**src/rtl/lpad_pkg.sv**
```systemverilog
package lpad_pkg;
   typedef enum logic [1:0] {
      LP_IDLE = 2'd0,
      LP_GCD  = 2'd1,
      LP_DIV  = 2'd2
   } lpad_state_e;

   localparam int LP_DEF_HW      = 16;
   localparam int LP_DEF_MAX_ACT = 93;
   localparam int LP_DEF_MAX_DUM = 45;
endpackage

```
**src/rtl/lpad_gcd.sv**
```systemverilog
module lpad_gcd #(
   parameter int W = 16
) (
   input  logic         clk,
   input  logic         rst_n,
   input  logic         load,
   input  logic [W-1:0] a_i,
   input  logic [W-1:0] b_i,
   output logic [W-1:0] g_o,
   output logic         fin_o
);
   logic [W-1:0] a_q, b_q;
   logic         run_q;

   always_ff @(posedge clk or negedge rst_n) begin
      if (!rst_n) begin
         a_q   <= '0;
         b_q   <= '0;
         run_q <= 1'b0;
      end else if (load) begin
         a_q   <= a_i;
         b_q   <= b_i;
         run_q <= 1'b1;
      end else if (run_q) begin
         if (b_q != '0) begin
            a_q <= b_q;
            b_q <= a_q % b_q;
         end else begin
            run_q <= 1'b0;
         end
      end
   end

   assign g_o   = a_q;
   assign fin_o = run_q && (b_q == '0);
endmodule

```
**src/rtl/lpad_div.sv**
```systemverilog
module lpad_div #(
   parameter int W = 16
) (
   input  logic         clk,
   input  logic         rst_n,
   input  logic         go,
   input  logic [W-1:0] num_i,
   input  logic [W-1:0] den_i,
   output logic [W-1:0] quo_o,
   output logic         fin_o
);
   localparam int CW = $clog2(W + 1);

   logic [W-1:0]  rem_q, quo_q;
   logic [CW-1:0] cnt_q;
   logic          run_q, fin_q;
   logic [W:0]    trial;
   logic [W:0]    diff;

   assign trial = {rem_q, quo_q[W-1]};
   assign diff  = trial - {1'b0, den_i};

   always_ff @(posedge clk or negedge rst_n) begin
      if (!rst_n) begin
         rem_q <= '0;
         quo_q <= '0;
         cnt_q <= '0;
         run_q <= 1'b0;
         fin_q <= 1'b0;
      end else begin
         fin_q <= 1'b0;
         if (go) begin
            rem_q <= '0;
            quo_q <= num_i;
            cnt_q <= CW'(W);
            run_q <= 1'b1;
         end else if (run_q) begin
            if (trial >= {1'b0, den_i}) begin
               rem_q <= diff[W-1:0];
               quo_q <= {quo_q[W-2:0], 1'b1};
            end else begin
               rem_q <= trial[W-1:0];
               quo_q <= {quo_q[W-2:0], 1'b0};
            end
            cnt_q <= cnt_q - 1'b1;
            if (cnt_q == CW'(1)) begin
               run_q <= 1'b0;
               fin_q <= 1'b1;
            end
         end
      end
   end

   assign quo_o = quo_q;
   assign fin_o = fin_q;
endmodule

```
**src/rtl/lpad_ratio_calc.sv**
```systemverilog
module lpad_ratio_calc
   import lpad_pkg::*;
#(
   parameter int HW      = LP_DEF_HW,
   parameter int MAX_ACT = LP_DEF_MAX_ACT,
   parameter int MAX_DUM = LP_DEF_MAX_DUM,
   localparam int ACT_W  = $clog2(MAX_ACT + 1),
   localparam int DUM_W  = $clog2(MAX_DUM + 1)
) (
   input  logic             clk,
   input  logic             rst_n,
   input  logic             start_i,
   input  logic [HW-1:0]    phys_h_i,
   input  logic [HW-1:0]    logi_h_i,
   output logic [ACT_W-1:0] act_o,
   output logic [DUM_W-1:0] dum_o,
   output logic [HW-1:0]    pad_h_o,
   output logic             err_o,
   output logic             done_o
);
   localparam int NDIV = 2;

   generate
      if (HW < 2) begin : g_bad_hw
         $error("HW must be at least 2");
      end
      if (MAX_ACT < 1 || MAX_DUM < 1) begin : g_bad_lim
         $error("pattern limits must be positive");
      end
      if (ACT_W > HW || DUM_W > HW) begin : g_bad_width
         $error("pattern limits exceed the height width");
      end
   endgenerate

   lpad_state_e      state_q;
   logic [HW-1:0]    phys_q, logi_q;
   logic [ACT_W-1:0] act_q;
   logic [DUM_W-1:0] dum_q;
   logic [HW-1:0]    pad_q;
   logic             err_q, done_q;

   logic             accept, quick;
   logic             gcd_load, gcd_fin;
   logic [HW-1:0]    gcd_val;
   logic             div_go;
   logic [HW-1:0]    div_num [NDIV];
   logic [HW-1:0]    div_quo [NDIV];
   logic [NDIV-1:0]  div_fin;
   logic [HW-1:0]    dum_full;

   assign accept = (state_q == LP_IDLE) && start_i;
   assign quick  = (phys_h_i == '0) || (phys_h_i <= logi_h_i) ||
                   ((pad_q != '0) && (phys_h_i == pad_q));
   assign gcd_load = accept && !quick;

   lpad_gcd #(.W(HW)) u_gcd (
      .clk   (clk),
      .rst_n (rst_n),
      .load  (gcd_load),
      .a_i   (phys_h_i),
      .b_i   (logi_h_i),
      .g_o   (gcd_val),
      .fin_o (gcd_fin)
   );

   assign div_go     = (state_q == LP_GCD) && gcd_fin && (gcd_val != '0);
   assign div_num[0] = logi_q;
   assign div_num[1] = phys_q;

   generate
      for (genvar i = 0; i < NDIV; i++) begin : g_div
         lpad_div #(.W(HW)) u_div (
            .clk   (clk),
            .rst_n (rst_n),
            .go    (div_go),
            .num_i (div_num[i]),
            .den_i (gcd_val),
            .quo_o (div_quo[i]),
            .fin_o (div_fin[i])
         );
      end
   endgenerate

   assign dum_full = div_quo[1] - div_quo[0];

   always_ff @(posedge clk or negedge rst_n) begin
      if (!rst_n) begin
         state_q <= LP_IDLE;
         phys_q  <= '0;
         logi_q  <= '0;
         act_q   <= '0;
         dum_q   <= '0;
         pad_q   <= '0;
         err_q   <= 1'b0;
         done_q  <= 1'b0;
      end else begin
         done_q <= 1'b0;
         unique case (state_q)
            LP_IDLE: begin
               if (accept) begin
                  phys_q <= phys_h_i;
                  logi_q <= logi_h_i;
                  if (phys_h_i == '0 || phys_h_i == logi_h_i) begin
                     act_q  <= '0;
                     dum_q  <= '0;
                     pad_q  <= '0;
                     err_q  <= 1'b0;
                     done_q <= 1'b1;
                  end else if (phys_h_i < logi_h_i) begin
                     err_q  <= 1'b1;
                     done_q <= 1'b1;
                  end else if (phys_h_i == pad_q) begin
                     err_q  <= 1'b0;
                     done_q <= 1'b1;
                  end else begin
                     state_q <= LP_GCD;
                  end
               end
            end
            LP_GCD: begin
               if (gcd_fin) begin
                  if (gcd_val == '0) begin
                     err_q   <= 1'b1;
                     done_q  <= 1'b1;
                     state_q <= LP_IDLE;
                  end else begin
                     state_q <= LP_DIV;
                  end
               end
            end
            LP_DIV: begin
               if (div_fin[0]) begin
                  if (div_quo[0] > HW'(MAX_ACT) || dum_full > HW'(MAX_DUM)) begin
                     err_q <= 1'b1;
                  end else begin
                     act_q <= div_quo[0][ACT_W-1:0];
                     dum_q <= dum_full[DUM_W-1:0];
                     pad_q <= phys_q;
                     err_q <= 1'b0;
                  end
                  done_q  <= 1'b1;
                  state_q <= LP_IDLE;
               end
            end
            default: state_q <= LP_IDLE;
         endcase
      end
   end

   assign act_o   = act_q;
   assign dum_o   = dum_q;
   assign pad_h_o = pad_q;
   assign err_o   = err_q;
   assign done_o  = done_q;
endmodule

```
**config.mk**
```make
export PLATFORM = sky130hd
export DESIGN_NAME = lpad_ratio_calc
export DESIGN_NICKNAME = d
export VERILOG_FILES = /design/src/rtl/lpad_pkg.sv /design/src/rtl/lpad_gcd.sv /design/src/rtl/lpad_div.sv /design/src/rtl/lpad_ratio_calc.sv
export SDC_FILE = /design/constraint.sdc
export NUM_CORES = 1
export LEC_CHECK = 0
export ABC_AREA = 0
export CAP_MARGIN = 20
export CORE_MARGIN = 3
export CORE_UTILIZATION = 45
export CTS_BUF_LIST = sky130_fd_sc_hd__clkbuf_4
export CTS_CLUSTER_SIZE = 8
export DETAILED_ROUTE_END_ITERATION = 8
export DONT_BUFFER_PORTS = 1
export GPL_ROUTABILITY_DRIVEN = 0
export SETUP_SLACK_MARGIN = 0.2
export SLEW_MARGIN = 20
export SYNTH_ARGS = -nofsm -noshare
export SYNTH_HDL_FRONTEND = slang
export SYNTH_HIERARCHICAL = 1
export SYNTH_SLANG_ARGS = --single-unit
```
**constraint.sdc**
```tcl
create_clock -name clk -period 72.1 [get_ports clk]
set_input_delay 10.815 -clock clk [delete_from_list [all_inputs] [get_ports clk]]
set_output_delay 10.815 -clock clk [all_outputs]
set_load 0.005 [all_outputs]
```
* After elaboration in Yosys (flattened, before gate mapping)
Cells that the tools add are included. W data, S select, Z words.
Word-level totals: word-level logic and storage cells 151, output and inout port bits 31, register bits after elaboration 175, input bits 35
Cells by class: order comparisons 6, div/mod/pow operators 1, multiplexer cells 74, reduce and logical (&&, ||, !) cells 29, equal/unequal tests 16, add/sub/neg operators 5
Operators by type and width (count):
- $mux W16 | 20
- $logic_not A16 Y1 | 3
- $reduce_bool A16 Y1 | 3
- $sub A16 B16 Y16 | 3
- $ge A17 B16 Y1 | 2
- $eq A16 B16 Y1 | 2
- $pmux W16 S2 | 1
- $mux W1 | 29
- $mux W7 | 4
- $mux W6 | 4
- $mux W5 | 4
- $gt A16 B6 Y1 const B | 1
- $gt A16 B7 Y1 const B | 1
- $le A16 B16 Y1 | 1
- $lt A16 B16 Y1 | 1
- $mod A16 B16 Y16 | 1
- $mux W2 | 7
- $pmux W7 S2 | 1
- $ne A2 B2 Y1 const B | 6
- $pmux W6 S2 | 1
- $reduce_and A6 Y1 | 2
- $eq A5 B1 Y1 const B | 2
- $reduce_bool A2 Y1 | 5
- $sub A5 B1 Y5 const B | 2
- other kinds (13) | 25

* Longest topological paths before layout
depth in word-level cells 7, gate-level depth with buffers 135, depth with buffers taken out 125

* Modules after synthesis
The synthesis kept the hierarchy.
Modules (own cells, without submodules):
- lpad_gcd | area each 9138.8 µm², cells each 1257, times used 1, seq. area each 825.8 µm²
- lpad_div | area each 2874.0 µm², cells each 330, times used 2, seq. area each 975.9 µm²
- lpad_ratio_calc | area each 4754.6 µm², cells each 538, times used 1, seq. area each 1626.6 µm²

* Least setup slack after synthesis
OpenSTA, ideal clock, no wires.
kind register -> register, start point reg u_gcd.b_q[12], end point reg u_gcd.b_q[3], library setup time 0.063 ns, required time 72.037 ns, path buffers 11, period minus slack after synthesis 26.964 ns, data arrival time 26.900 ns, path slack 45.136 ns, cell stages (with the launch flop) 122, cell sequence dfrtp_1 nor4_4 nand4_2 buf_6 or2_1 nor2_1 a22oi_1 ha_1 o21a_1 nor2_1 o31ai_1 o31ai_1 ha_1 o21a_1 o21ai_0 a2111o_1 mux2i_1 ha_1 [86 not listed] ha_1 a21o_1 a21o_1 nor3_1 a21oi_1 a31oi_1 o22ai_1 clkbuf_1 mux2_2 ha_1 o21a_1 o211ai_1 a32oi_1 a41oi_1 a21o_1 or4b_2 o311a_1 a21bo_2
Between the ends: longest elaborated chain between the ends 4, elaborated cells between the ends (all ways) 7, those cells by class 1 x div; 3 x mux; 3 x reduce/logical
Ends and longest elaborated chain:
- start, declared | RTL line lpad_gcd.sv:12 | logic [W-1:0] a_q, b_q;
- start signal, assigned | RTL line lpad_gcd.sv:22 | b_q <= b_i;
- start signal, assigned | RTL line lpad_gcd.sv:27 | b_q <= a_q % b_q;
- $mod A16 B16 Y16 | RTL line lpad_gcd.sv:27
- $mux W16 | RTL line lpad_gcd.sv:25 | if (b_q != '0) begin
- $mux W16 | RTL line lpad_gcd.sv:24 | end else if (run_q) begin
- $mux W16 | RTL line lpad_gcd.sv:20 | end else if (load) begin
Several ways; a longest one is shown, not always the timed one. The select of a mux whose other input is x is not followed. A chain may end at the register's enable or synchronous reset.

* Final worst setup path
start point reg u_gcd.b_q[13], end point reg u_gcd.b_q[13]
The elaborated chain is that of the path after synthesis.

==> results.toml <==
[final_layout]
drive_above_1_share_pct = 7.73
multi_input_area_um2 = 14300
stdcell_area_um2 = 20400
layout.nets = 2628
ff_latch_area_um2 = 4380
n_fill_cell = 4204
syn2layout_area_growth_pct = 4.00
stdcell_count = 2972

[sta]
setup_ws_ns = 39.48
worstMarginPinSlew_ns = 1.05
fmax_mhz = 30.7
slew_headroom_pct = 28.9
skew_ns = 0.0523
grt_setup_unrepaired = "no"
finalSetupTns_ns = 0
min_period_ns = 32.62
setup_viol = 0
slew_viol_final = 0
finalCritPeriodShare_pct = 45.2
finalHoldViolCount = 0

[setup_path]
critical_path_class = "flop to flop"
r2r-end = "u_gcd/b_q[13]$_DFFE_PN0P_"
r2r_slack_ns = 39.48
crit_arrival_ns = 33.16
required_ns = 72.64
slowest_stage = "a41oi_1"
start_kind = "flop"
path_max_fanout = 23
rr_worst_depth = 112
slowest_delay_ns = 0.89
worstReg2RegStart = "u_gcd/b_q[13]$_DFFE_PN0P_"
worstSetupEndpointType = "flop"
cp_top_family = "compound AO/OA/AOI/OAI gates"
cpMostUsedCell = "ha_1"
crit_buf_inv = 3

[routing]
wl_mm = 65.1
via_count = 19200
drt-wirelength-per-cell_um = 21.9
postRouteAntennaNets = 0
dr.pass1.iters = 6
vias_per_cell = 6.44
initialDrtViolationCount = 1698
drc = 0

[floorplan]
num_io_pins = 66
fp.dieW_um = 215
core-area_um2 = 42500
rows = 75
fp.dieH_um = 215
initial_utilization_pct = 46.1
die-area_um2 = 46100

[clock_tree]
cts_setup_buffers = 0
cts_made_buffers = 17
cts_tree = "done"
ctsResizeCount = 0
cts-root-buf = "clkbuf_4"
holdBufCountCts = 0
clkTransAtPathRegs_ns = 0.21
numClockSinks = 175
cts_buffer_depth = 2
clk-insertion-delay-late_ns = 0.62
htreeDepth = 4

[global_route]
grt_pass1_vias = 18200
gr-usage-all-layers_pct = 27.2
grt_max_degree = 176
antenna_found_initial = 1
grt_pass1_wl_mm = 102
grt-ovfl-total = 0

[synthesis]
syn_area_per_cell_um2 = 8.00
synth_fp_nets = 2700
netlist_instances = 2453
yosysWarnings = 6
synth_area_um2 = 19600

[place]
dp.cells = 2939
port-buffer-count = 0
dpl_worst_slack_ns = 40.52
placed_area_um2 = 20100
dp_hpwl_mm = 48.3

[hold_path]
min_to = "logi_q[8]$_DFFE_PN0P_"
holdPathStages = 2
hold_class = "flop to flop"
hp-start = "logi_q[8]$_DFFE_PN0P_"

[outcome]
status = "finished, final reports clean"

[job]
drv_cap = 0
## layout by cell type, fill, tap and decap left out, types with 19 or more instances in the layout
cell	count
a21oi_1	147
or3_1	23
mux2i_1	53
a31o_2	28
o31ai_1	30
a311oi_1	25
nor2b_1	26
nand2b_1	25
xor2_1	59
o21a_1	55
nor3_1	73
a31oi_1	23
o41ai_1	33
a211oi_1	19
nand4_1	29
buf_4	20
inv_1	137
nand2_1	248
nand3_1	59
nor2_1	194
dfrtp_1	173
o21ai_0	175
nor4_1	24
xnor2_1	66
a21o_1	54
mux2_2	32
ha_1	208
o211ai_1	36
## cell type report
cell class / count / area share, %
Antenna cell: 1 / 0.0123
Sequential cell: 175 / 21.5
Timing Repair Buffer: 20 / 0.736
Clock buffer: 18 / 0.662
Multi-Input combinational cell: 2030 / 70.1
Clock inverter: 14 / 0.945
Inverter: 137 / 2.52
Tap cell: 577 / 3.54
## how the worst max path moves through the flow
stage | slack [ns] | depth (start not counted) | endpoint | startpoint
5_1_grt | 37.01 | 113 | u_gcd/b_q[5]$_DFFE_PN0P_ | u_gcd/b_q[13]$_DFFE_PN0P_
3_5_place_dp | 40.52 | 112 | u_gcd/b_q[5]$_DFFE_PN0P_ | u_gcd/b_q[13]$_DFFE_PN0P_
4_1_cts | 40.41 | 112 | u_gcd/b_q[5]$_DFFE_PN0P_ | u_gcd/b_q[13]$_DFFE_PN0P_
6_report | 39.48 | 112 | u_gcd/b_q[13]$_DFFE_PN0P_ | u_gcd/b_q[13]$_DFFE_PN0P_
3_3_place_gp | 41.63 | 112 | u_gcd/b_q[5]$_DFFE_PN0P_ | u_gcd/b_q[15]$_DFFE_PN0P_
2_1_floorplan | 45.14 | 121 | u_gcd/b_q[3]$_DFFE_PN0P_ | u_gcd/b_q[12]$_DFFE_PN0P_
## per-stage QoR
stage / utilization (%) / hold WS (ns)
after CTS: 48.0 / 0.509
after global placement: 47.2 / 0.457
after floorplan: - / 0.446
after global routing: 48.0 / 0.547
after detailed placement: 47.2 / 0.474
final: 48.0 / 0.505
## worst reg2reg max path, delay by kind of cell, from the launching register on
kind / cells / cell delay, ns
buffers and inverters: 3 / 0.58
muxes: 2 / 0.44
and+or+nand+nor: 30 / 8.41
adders and majority gates: 15 / 4.92
AOI/OAI and AO/OA: 62 / 17.73
DFF: 1 / 0.52
## state kept, by name, summed over array words and instances, names as in the netlist
name and flops:
logi_q 16, act_o 7, done_o 1, g_div.u_div/run_q 2, err_o 1, g_div.u_div/quo_o 32
phys_q 16, u_gcd/g_o 16, g_div.u_div/rem_q 32, g_div.u_div/fin_o 1, g_div.u_div/cnt_q 10, dum_o 6
state_q 2, u_gcd/b_q 16, pad_h_o 16, u_gcd/run_q 1
## per-layer routing
metal / vias up / routed length [um] / GRT usage, % / share of wire (%)
met3: 151 / 3780 / 2.94 / 5.8
met1: 9286 / 28900 / 37.1 / 44
li1: 9042 / - / - / -
met2: 674 / 30300 / 45.0 / 46
met5: - / 0 / 0 / 0
met4: 0 / 2170 / 9.40 / 3.3
Power is left out: the tool's default activity adds up to more than one toggle a clock period on the data nets, which glitch-free logic cannot reach.
